===== src/rtl/ringq_pkg.sv =====
package ringq_pkg;
  // strobes from control to datapath
  typedef struct packed {
    logic load;    // capture request and descriptor
    logic commit;  // memory response seen, produce results
    logic fail;    // response carried an error
  } ringq_strobe_t;
endpackage


===== src/rtl/ringq_push_ctrl.sv =====
module ringq_push_ctrl
  import ringq_pkg::*;
(
  input  logic          clk,
  input  logic          rstN,
  input  logic          reqValid,
  input  logic          memRsp,
  input  logic          memErr,
  output ringq_strobe_t stb,
  output logic          busy,
  output logic          memReq,
  output logic          doneValid
);
  logic inWrite;

  always_comb begin
    stb.load   = !inWrite && reqValid;
    stb.commit = inWrite && memRsp;
    stb.fail   = inWrite && memRsp && memErr;
  end

  always_ff @(posedge clk) begin
    if (!rstN) begin
      inWrite   <= 1'b0;
      doneValid <= 1'b0;
    end else begin
      doneValid <= stb.commit;
      if (stb.load)        inWrite <= 1'b1;
      else if (stb.commit) inWrite <= 1'b0;
    end
  end

  assign busy   = inWrite;
  assign memReq = inWrite;
endmodule


===== src/rtl/ringq_push_dp.sv =====
module ringq_push_dp
  import ringq_pkg::*;
#(
  parameter int ADDR_W    = 48,
  parameter int DATA_W    = 31,
  parameter int SIZE_W    = 2,
  parameter int IDX_W     = 13,
  parameter bit BYTE_SWAP = 1'b1
)(
  input  logic              clk,
  input  logic              rstN,
  input  ringq_strobe_t     stb,
  input  logic [DATA_W-1:0] reqData,
  input  logic [ADDR_W-1:0] baseAddr,
  input  logic [SIZE_W-1:0] sizeCode,
  input  logic [IDX_W-1:0]  curIndex,
  input  logic              curGen,
  input  logic              curFlip,
  output logic [ADDR_W-1:0] memWrAddr,
  output logic [31:0]       memWrData,
  output logic [IDX_W-1:0]  doneIndex,
  output logic              doneGen,
  output logic              doneFlip,
  output logic              doneErr
);
  localparam int MAX_CODE = (1 << SIZE_W) - 1;
  localparam logic [IDX_W-1:0] ONES = {IDX_W{1'b1}};
  localparam int BYTES = 4;

  logic [ADDR_W-1:0] baseQ;
  logic [SIZE_W-1:0] codeQ;
  logic [IDX_W-1:0]  idxQ;
  logic              genQ, flipQ;
  logic [DATA_W-1:0] dataQ;

  logic [IDX_W-1:0]  entryMask, nextIdx;
  logic              wrap;
  logic [31:0]       word;

  always_ff @(posedge clk) begin
    if (!rstN) begin
      baseQ <= '0; codeQ <= '0; idxQ <= '0;
      genQ  <= 1'b0; flipQ <= 1'b0; dataQ <= '0;
    end else if (stb.load) begin
      baseQ <= baseAddr; codeQ <= sizeCode; idxQ <= curIndex;
      genQ  <= curGen;   flipQ <= curFlip;  dataQ <= reqData;
    end
  end

  always_comb begin
    entryMask = ONES >> (SIZE_W'(MAX_CODE) - codeQ);
    nextIdx   = (idxQ + 1'b1) & entryMask;
    wrap      = (nextIdx == '0);
    word      = {genQ, dataQ};
  end

  assign memWrAddr = baseQ + ADDR_W'({idxQ, 2'b00});

  generate
    if (BYTE_SWAP) begin : g_be
      for (genvar b = 0; b < BYTES; b++) begin : g_lane
        assign memWrData[8*b +: 8] = word[8*(BYTES-1-b) +: 8];
      end
    end else begin : g_le
      assign memWrData = word;
    end
  endgenerate

  always_ff @(posedge clk) begin
    if (!rstN) begin
      doneIndex <= '0; doneGen <= 1'b0; doneFlip <= 1'b0; doneErr <= 1'b0;
    end else if (stb.commit) begin
      doneErr <= stb.fail;
      if (stb.fail) begin
        doneIndex <= idxQ; doneGen <= genQ; doneFlip <= flipQ;
      end else begin
        doneIndex <= nextIdx;
        doneGen   <= wrap ? ~genQ : genQ;
        doneFlip  <= wrap ? ~genQ : flipQ;
      end
    end
  end
endmodule


===== src/rtl/ringq_push_engine.sv =====
module ringq_push_engine
  import ringq_pkg::*;
#(
  parameter int ADDR_W    = 48,
  parameter int DATA_W    = 31,
  parameter int SIZE_W    = 2,
  parameter int IDX_W     = 10 + (1 << SIZE_W) - 1,
  parameter bit BYTE_SWAP = 1'b1
)(
  input  logic              clk,
  input  logic              rstN,
  input  logic              reqValid,
  input  logic [DATA_W-1:0] reqData,
  input  logic [ADDR_W-1:0] baseAddr,
  input  logic [SIZE_W-1:0] sizeCode,
  input  logic [IDX_W-1:0]  curIndex,
  input  logic              curGen,
  input  logic              curFlip,
  output logic              busy,
  output logic              memReq,
  output logic [ADDR_W-1:0] memWrAddr,
  output logic [31:0]       memWrData,
  input  logic              memRsp,
  input  logic              memErr,
  output logic              doneValid,
  output logic [IDX_W-1:0]  doneIndex,
  output logic              doneGen,
  output logic              doneFlip,
  output logic              doneErr
);
  ringq_strobe_t stb;

  ringq_push_ctrl u_ctrl (
    .clk(clk), .rstN(rstN), .reqValid(reqValid), .memRsp(memRsp),
    .memErr(memErr), .stb(stb), .busy(busy), .memReq(memReq),
    .doneValid(doneValid)
  );

  ringq_push_dp #(
    .ADDR_W(ADDR_W), .DATA_W(DATA_W), .SIZE_W(SIZE_W), .IDX_W(IDX_W),
    .BYTE_SWAP(BYTE_SWAP)
  ) u_dp (
    .clk(clk), .rstN(rstN), .stb(stb), .reqData(reqData),
    .baseAddr(baseAddr), .sizeCode(sizeCode), .curIndex(curIndex),
    .curGen(curGen), .curFlip(curFlip), .memWrAddr(memWrAddr),
    .memWrData(memWrData), .doneIndex(doneIndex), .doneGen(doneGen),
    .doneFlip(doneFlip), .doneErr(doneErr)
  );
endmodule


===== config.mk =====
export PLATFORM = sky130hd
export DESIGN_NAME = ringq_push_engine
export DESIGN_NICKNAME = d
export VERILOG_FILES = /design/src/rtl/ringq_pkg.sv /design/src/rtl/ringq_push_ctrl.sv /design/src/rtl/ringq_push_dp.sv /design/src/rtl/ringq_push_engine.sv
export SDC_FILE = /design/constraint.sdc
export NUM_CORES = 1
export LEC_CHECK = 0
export BUFFER_PORTS_ARGS = -buffer_cell sky130_fd_sc_hd__buf_4
export CORE_MARGIN = 2
export CORE_UTILIZATION = 45
export DETAILED_ROUTE_END_ITERATION = 16
export MAX_ROUTING_LAYER = met4
export PLACE_DENSITY = 0.75
export SLEW_MARGIN = 20
export SYNTH_ARGS = -nofsm -noshare
export SYNTH_HDL_FRONTEND = slang
export SYNTH_SLANG_ARGS = --single-unit

===== constraint.sdc =====
create_clock -name clk -period 2.51 [get_ports clk]
set_clock_uncertainty 0.05 [all_clocks]
set_input_delay 0.502 -clock clk [delete_from_list [all_inputs] [get_ports clk]]
set_output_delay 0.502 -clock clk [all_outputs]
set_load 0.05 [all_outputs]

# Word-level counts from Yosys, hierarchy flattened
# Cells that the tools add are included.
dict set report op_classes {
  div_mod_pow 0
  mux 7
  reduce_logical 6
  order_cmp 0
  add_sub_neg 3
  eq_ne 0
  bitwise_logic 2
  multipliers 0
  shifts 1
}
# cell n
set op_table {}
lappend op_table {{48-bit by 15-bit adder with 48-bit output} 1}
lappend op_table {{13-bit by 1-bit adder with 13-bit output (second input constant)} 1}
lappend op_table {{13-bit bitwise AND} 1}
lappend op_table {{13-bit logical NOT} 1}
lappend op_table {{13-bit two-way mux} 1}
lappend op_table {{13-bit by 2-bit >> shifter with 13-bit output (first input constant)} 1}
lappend op_table {{1-bit two-way mux} 6}
lappend op_table {{1-bit logical AND} 3}
lappend op_table {{2-bit nonzero test} 1}
lappend op_table {{2-bit subtractor (first input constant)} 1}
lappend op_table {{1-bit logical NOT} 1}
lappend op_table {{1-bit NOT} 1}
dict set report totals {
  output_inout_bits 99
  n_memories 0
  romBits 0
  ram_bits 0
  register_bits 114
  latch_bits 0
  input_bits 101
}

# Longest topological paths before layout
dict set report depth {
  ltp_word 6
  mapped_depth 10
  mapped_depth_nobuf 9
}

# Hierarchy
# A second synthesis with hierarchy kept.
dict set report unflattened {
  cells_unflattened 650
  area_unflattened_um2 5888.1
}
# mod instances cells_per_inst area_per_inst_um2
set modules_own_cells {}
lappend modules_own_cells {ringq_push_dp 1 641 5801.8}
lappend modules_own_cells {ringq_push_ctrl 1 9 86.3}

# Worst setup path after synthesis
# OpenSTA, ideal clock, no wires.
dict set report synth_timing {
  path_kind {flip-flop to output port}
  from {reg u_dp.idxQ[1]}
  to {out memWrAddr[34]}
  arrival_ns 2.826
  stages_incl_launch_ff 10
  n_path_buf 1
  slack_ns -0.868
  cell_sequence {dfxtp_1 > buf_6 > inv_1 > fa_1 > nor2b_1 > o21a_1 > o2111ai_1 > and3_1 > or4_1 > xnor2_1}
}
dict set report synth_via {
  elab_chain_len 1
}
# item line
set synth_lines {}
lappend synth_lines {{start, declared} ringq_push_dp.sv:32} ;# logic [IDX_W-1:0] idxQ;
lappend synth_lines {{start signal, assigned} ringq_push_dp.sv:45} ;# baseQ <= baseAddr; codeQ <= sizeCode; idxQ <= curIndex;
lappend synth_lines {{48-bit by 15-bit adder with 48-bit output} ringq_push_dp.sv:57} ;# assign memWrAddr = baseQ + ADDR_W'({idxQ, 2'b00});
lappend synth_lines {{end, declared} ringq_push_engine.sv:21} ;# output logic [ADDR_W-1:0] memWrAddr,
# Every way passes these cells.

# Worst setup path in the final report
dict set report layout_timing {
  from {reg u_dp.idxQ[0]}
  to {out memWrAddr[34]}
}
# Same word-level chain as after synthesis.

==> summary.md <==
• Crit Path Class: reg2out
• run status: complete, but fails checks
• Cell variety after synth: 53
• predominant post-synthesis flop cell: dfxtp_1
• worst endpoint required time: 1.96 ns
• worst min-delay path endpoint: u_dp.idxQ[3]$_SDFFE_PN0P_
• clock-pin transition on the worst setup and hold timing paths: 0.05 ns
• area of the mapped netlist: 0.00609 mm²
• vias: 6473
• Worst Setup End Kind: output port
• GP Congestion: 0.884
• Max VDD drop: 0.449 mV
• final routed wirelength across all metal layers: 20000 µm
• Inserted Clock Buffers: 17
• Clk pwr share: 42.6%
• post-route setup slack: -0.828 ns
• half-perimeter wire length of the detailed placement result: 13900 µm
• total count of hold-check failures in the final report: 0
• initial core utilization: 46.0%
• Logic pwr share: 24.2%
• IO Pins: 200
• switching pwr: 1.78 mW
• CP peak stage delay: 0.46 ns
• setup tns final: -25.80 ns
• Post-layout nets: 1154
• 1st-pass router iterations: 8
• failing checks: negative setup slack
• Crit path buffers/inverters: 2
• number of sinks handled by clock tree synthesis: 114
• leading cell types in the layout, fill and taps excluded: buf_4 (267), nand2_1 (221), dfxtp_1 (101), a21boi_0 (98), buf_6 (47)
• die boundary height: 120 µm
• number of nets still failing antenna checks after routing: 0
• largest net degree at the start of global routing: 97
• critical hold path startpoint: curIndex[3]
• Layout Cell Area excl Fill: 0.0105 mm²
• average vias per placed instance: 5.28
• global-route wire length before repair: 31800 µm
• setup-violating endpoint count in the final report: 42
• max-slew violation count: 0
• fraction of power consumed by sequential logic: 33.2%
• actual transition at the worst max-transition pin: 0.567 ns
• Worst Hold Margin: 0.293 ns
• number of levels in the clock H-tree: 4
• CTS root buf: clkbuf_16
• GR met3 Demand/Resource: 4.48%
• Tot GR Track Use: 28.4%
• total grt overflow: 0
• fraction of the core area covered by cells at the end of the flow: 79.5%
• DRC Markers: 0
• leakage power summed over all cells: 4.69 nW
• initial antenna violation count: 0
• row count: 42
• via count of the first global-routing pass: 6444
• internal power contribution: 4.27 mW
• element type at the critical path start: flip-flop
• PwrDens: 574 mW/mm²
• reg-to-reg setup timing slack: 0.18 ns
• gate family responsible for the most delay along the worst path: simple AND/OR/NAND/NOR gates
• unrepaired setup endpoints after global routing: yes
• share of cells above drive strength 1: 45.3%
• net count of the mapped netlist: 867
• number of buffers added on ports: 199
• Syn-to-layout area delta: 73.0%
• worst reg2reg endpoint: u_dp.doneFlip$_SDFFE_PN0P_
• chain of cells forming the critical path: ha_4 -> inv_2 -> fa_2 -> nor2b_2 -> o21a_1 -> o2111ai_4 -> and3_4 -> or4_4 -> xnor2_4 -> buf_6
• depth of the worst hold-timing path: 3
• CTS Buffer Depth: 2
• busiest metal layer after global routing: met2
• warnings from Yosys: 0
• fmax: 300 MHz
• Switching Fraction: 29.4%
• Post-Syn Instances: 750
• maximum fanout along the worst path: 2
• Core Box Area: 0.0132 mm²
• number of synthesized flops with an enable pin: 0
• Reg-to-Reg Start: u_dp.idxQ[1]$_SDFFE_PN0P_
• width of the die: 120 µm
• Max-cap violations: 0
• GR Layer Usage met2: 48.3%
• critical path's slowest cell: or4_4
• die outline area: 0.0145 mm²
• post-route fraction of the period consumed by the critical path: 133%
• DR iter-0 viols: 430
• Post-CTS Hold Buffers: 0
• worst reg2reg path depth: 9
• most frequent standard cell in the layout excluding fill and tap cells: buf_4
• per-cell routed wire length: 16.3 µm
• Diodes inserted: 0
• worst path arrival time: 2.79 ns
• clock insertion delay at the later pin of the skew report: 0.41 ns
• worst min-delay path class: in2reg
• portion of the post-synthesis area used by sequential elements: 37.5%
• register bit total from synthesis: 114
• FFs w/ async S/R, synth: 0%
• M1 GR Usage: 33.5%
• placed inst area: 0.00931 mm²
• TritonCTS clock tree: yes
• dpl cells: 1179
• Max transition margin: 62.2%
• mean cell area of the mapped netlist: 8.11 µm²
• number of non-filler instances in the completed layout: 1226
• Period minus WS final: 3.34 ns
## power groups by stage
stage                     Sequential (mW)  Combinational [mW]  Clock [mW]
after floorplan                      2.22               0.677           0
after global placement               2.03                1.35           0
after detailed placement             2.03                1.37           0
after CTS                            2.00                1.44        2.60
after global routing                 2.02                1.55        2.69
final                                2.01                1.46        2.58
## Yosys cell counts (5+ instances only)
| library cell | count | area [µm²] |
|---|---|---|
| o21ai_0 | 13 | 65.1 |
| xnor2_1 | 44 | 385 |
| nand2_1 | 227 | 852 |
| a21o_1 | 6 | 45.0 |
| buf_1 | 7 | 26.3 |
| o211a_1 | 12 | 120 |
| ha_1 | 15 | 188 |
| and2_1 | 6 | 37.5 |
| nor2_1 | 11 | 41.3 |
| nor3_1 | 10 | 50.1 |
| nand4_1 | 11 | 68.8 |
| inv_1 | 7 | 26.3 |
| a21oi_1 | 13 | 65.1 |
| nor2b_1 | 5 | 31.3 |
| buf_4 | 5 | 37.5 |
| clkbuf_1 | 33 | 124 |
| dfxtp_1 | 114 | 2280 |
| and3_1 | 19 | 119 |
| xor2_1 | 8 | 70.1 |
| nand3_1 | 10 | 50.1 |
| a21boi_0 | 100 | 751 |
| buf_2 | 5 | 25.0 |
| o211ai_1 | 16 | 120 |
## how the worst max path moves through the flow
stage / startpoint / end / slack [ns] / cells after the start
after global placement: u_dp.baseQ[2]$_SDFFE_PN0P_ / memWrAddr[34] / -0.36 / 10
final: u_dp.idxQ[0]$_SDFFE_PN0P_ / memWrAddr[34] / -0.83 / 10
after detailed placement: u_dp.idxQ[3]$_SDFFE_PN0P_ / memWrAddr[39] / -0.41 / 10
after CTS: u_dp.idxQ[0]$_SDFFE_PN0P_ / memWrAddr[34] / -0.78 / 10
after global routing: u_dp.idxQ[0]$_SDFFE_PN0P_ / memWrAddr[34] / -0.91 / 10
after floorplan: u_dp.idxQ[1]$_SDFFE_PN0P_ / memWrAddr[34] / -0.36 / 9
## per-layer routing
metal / share of wire [%] / wire length [µm]
met3: 5.2 / 1040
met2: 50 / 10000
met4: 2.7 / 538
met5: 0 / 0
met1: 42 / 8420
## per-stage QoR
stage               setup WS (ns)  power, mW
CTS                        -0.784       6.04
floorplan                  -0.359       2.89
global placement           -0.358       3.37
global route               -0.913       6.26
detailed placement         -0.410       3.41
finish                     -0.828       6.05
## flip-flops by register name, indices dropped and copies added (netlist names)
register,cells
u_dp.idxQ,13
u_dp.doneErr,1
u_dp.genQ,1
u_dp.doneGen,1
u_ctrl.busy,1
u_dp.flipQ,1
u_dp.doneFlip,1
u_dp.codeQ,2
u_dp.doneIndex,13
u_dp.baseQ,48
u_dp.dataQ,31
u_ctrl.doneValid,1
## tightest hold or removal path, cell delays in order
cell and delay (ns):
buf_4 0.11, nand2_1 0.04, a21boi_0 0.06
## cell type report
type                            count  area, µm²
Clock buffer                       21        470
Fill cell                         844       2720
Clock inverter                     11        158
Sequential cell                   114       2310
Multi-Input combinational cell    575       4660
Inverter                            7       26.3
Timing Repair Buffer              322       2680
Tap cell                          176        220
## what timing repair did
item	4_1_cts	5_1_grt
buffers inserted	13	10
pin swaps	29	45
endpoints found under the setup margin	42	44
cloned	2	0
gates resized for setup	81	33
hold endpoints to repair	0	0
## kinds of logic (layout without fill, tap and decap cells)
kind of cell | count (synthesis) | in the layout | share of synthesized area, %
flip-flops | 114 | 114 | 37.5
adder cells (fa/ha/maj) | 16 | 16 | 3.41
XOR/XNOR | 52 | 52 | 7.48
multiplexers | 4 | 4 | 0.678
AND/OR/NAND/NOR | 321 | 321 | 23.7
AO/OA/AOI/OAI | 182 | 182 | 22.6
buffers and inverters | 61 | 361 | 4.67
(Power assumes the default switching activity.)
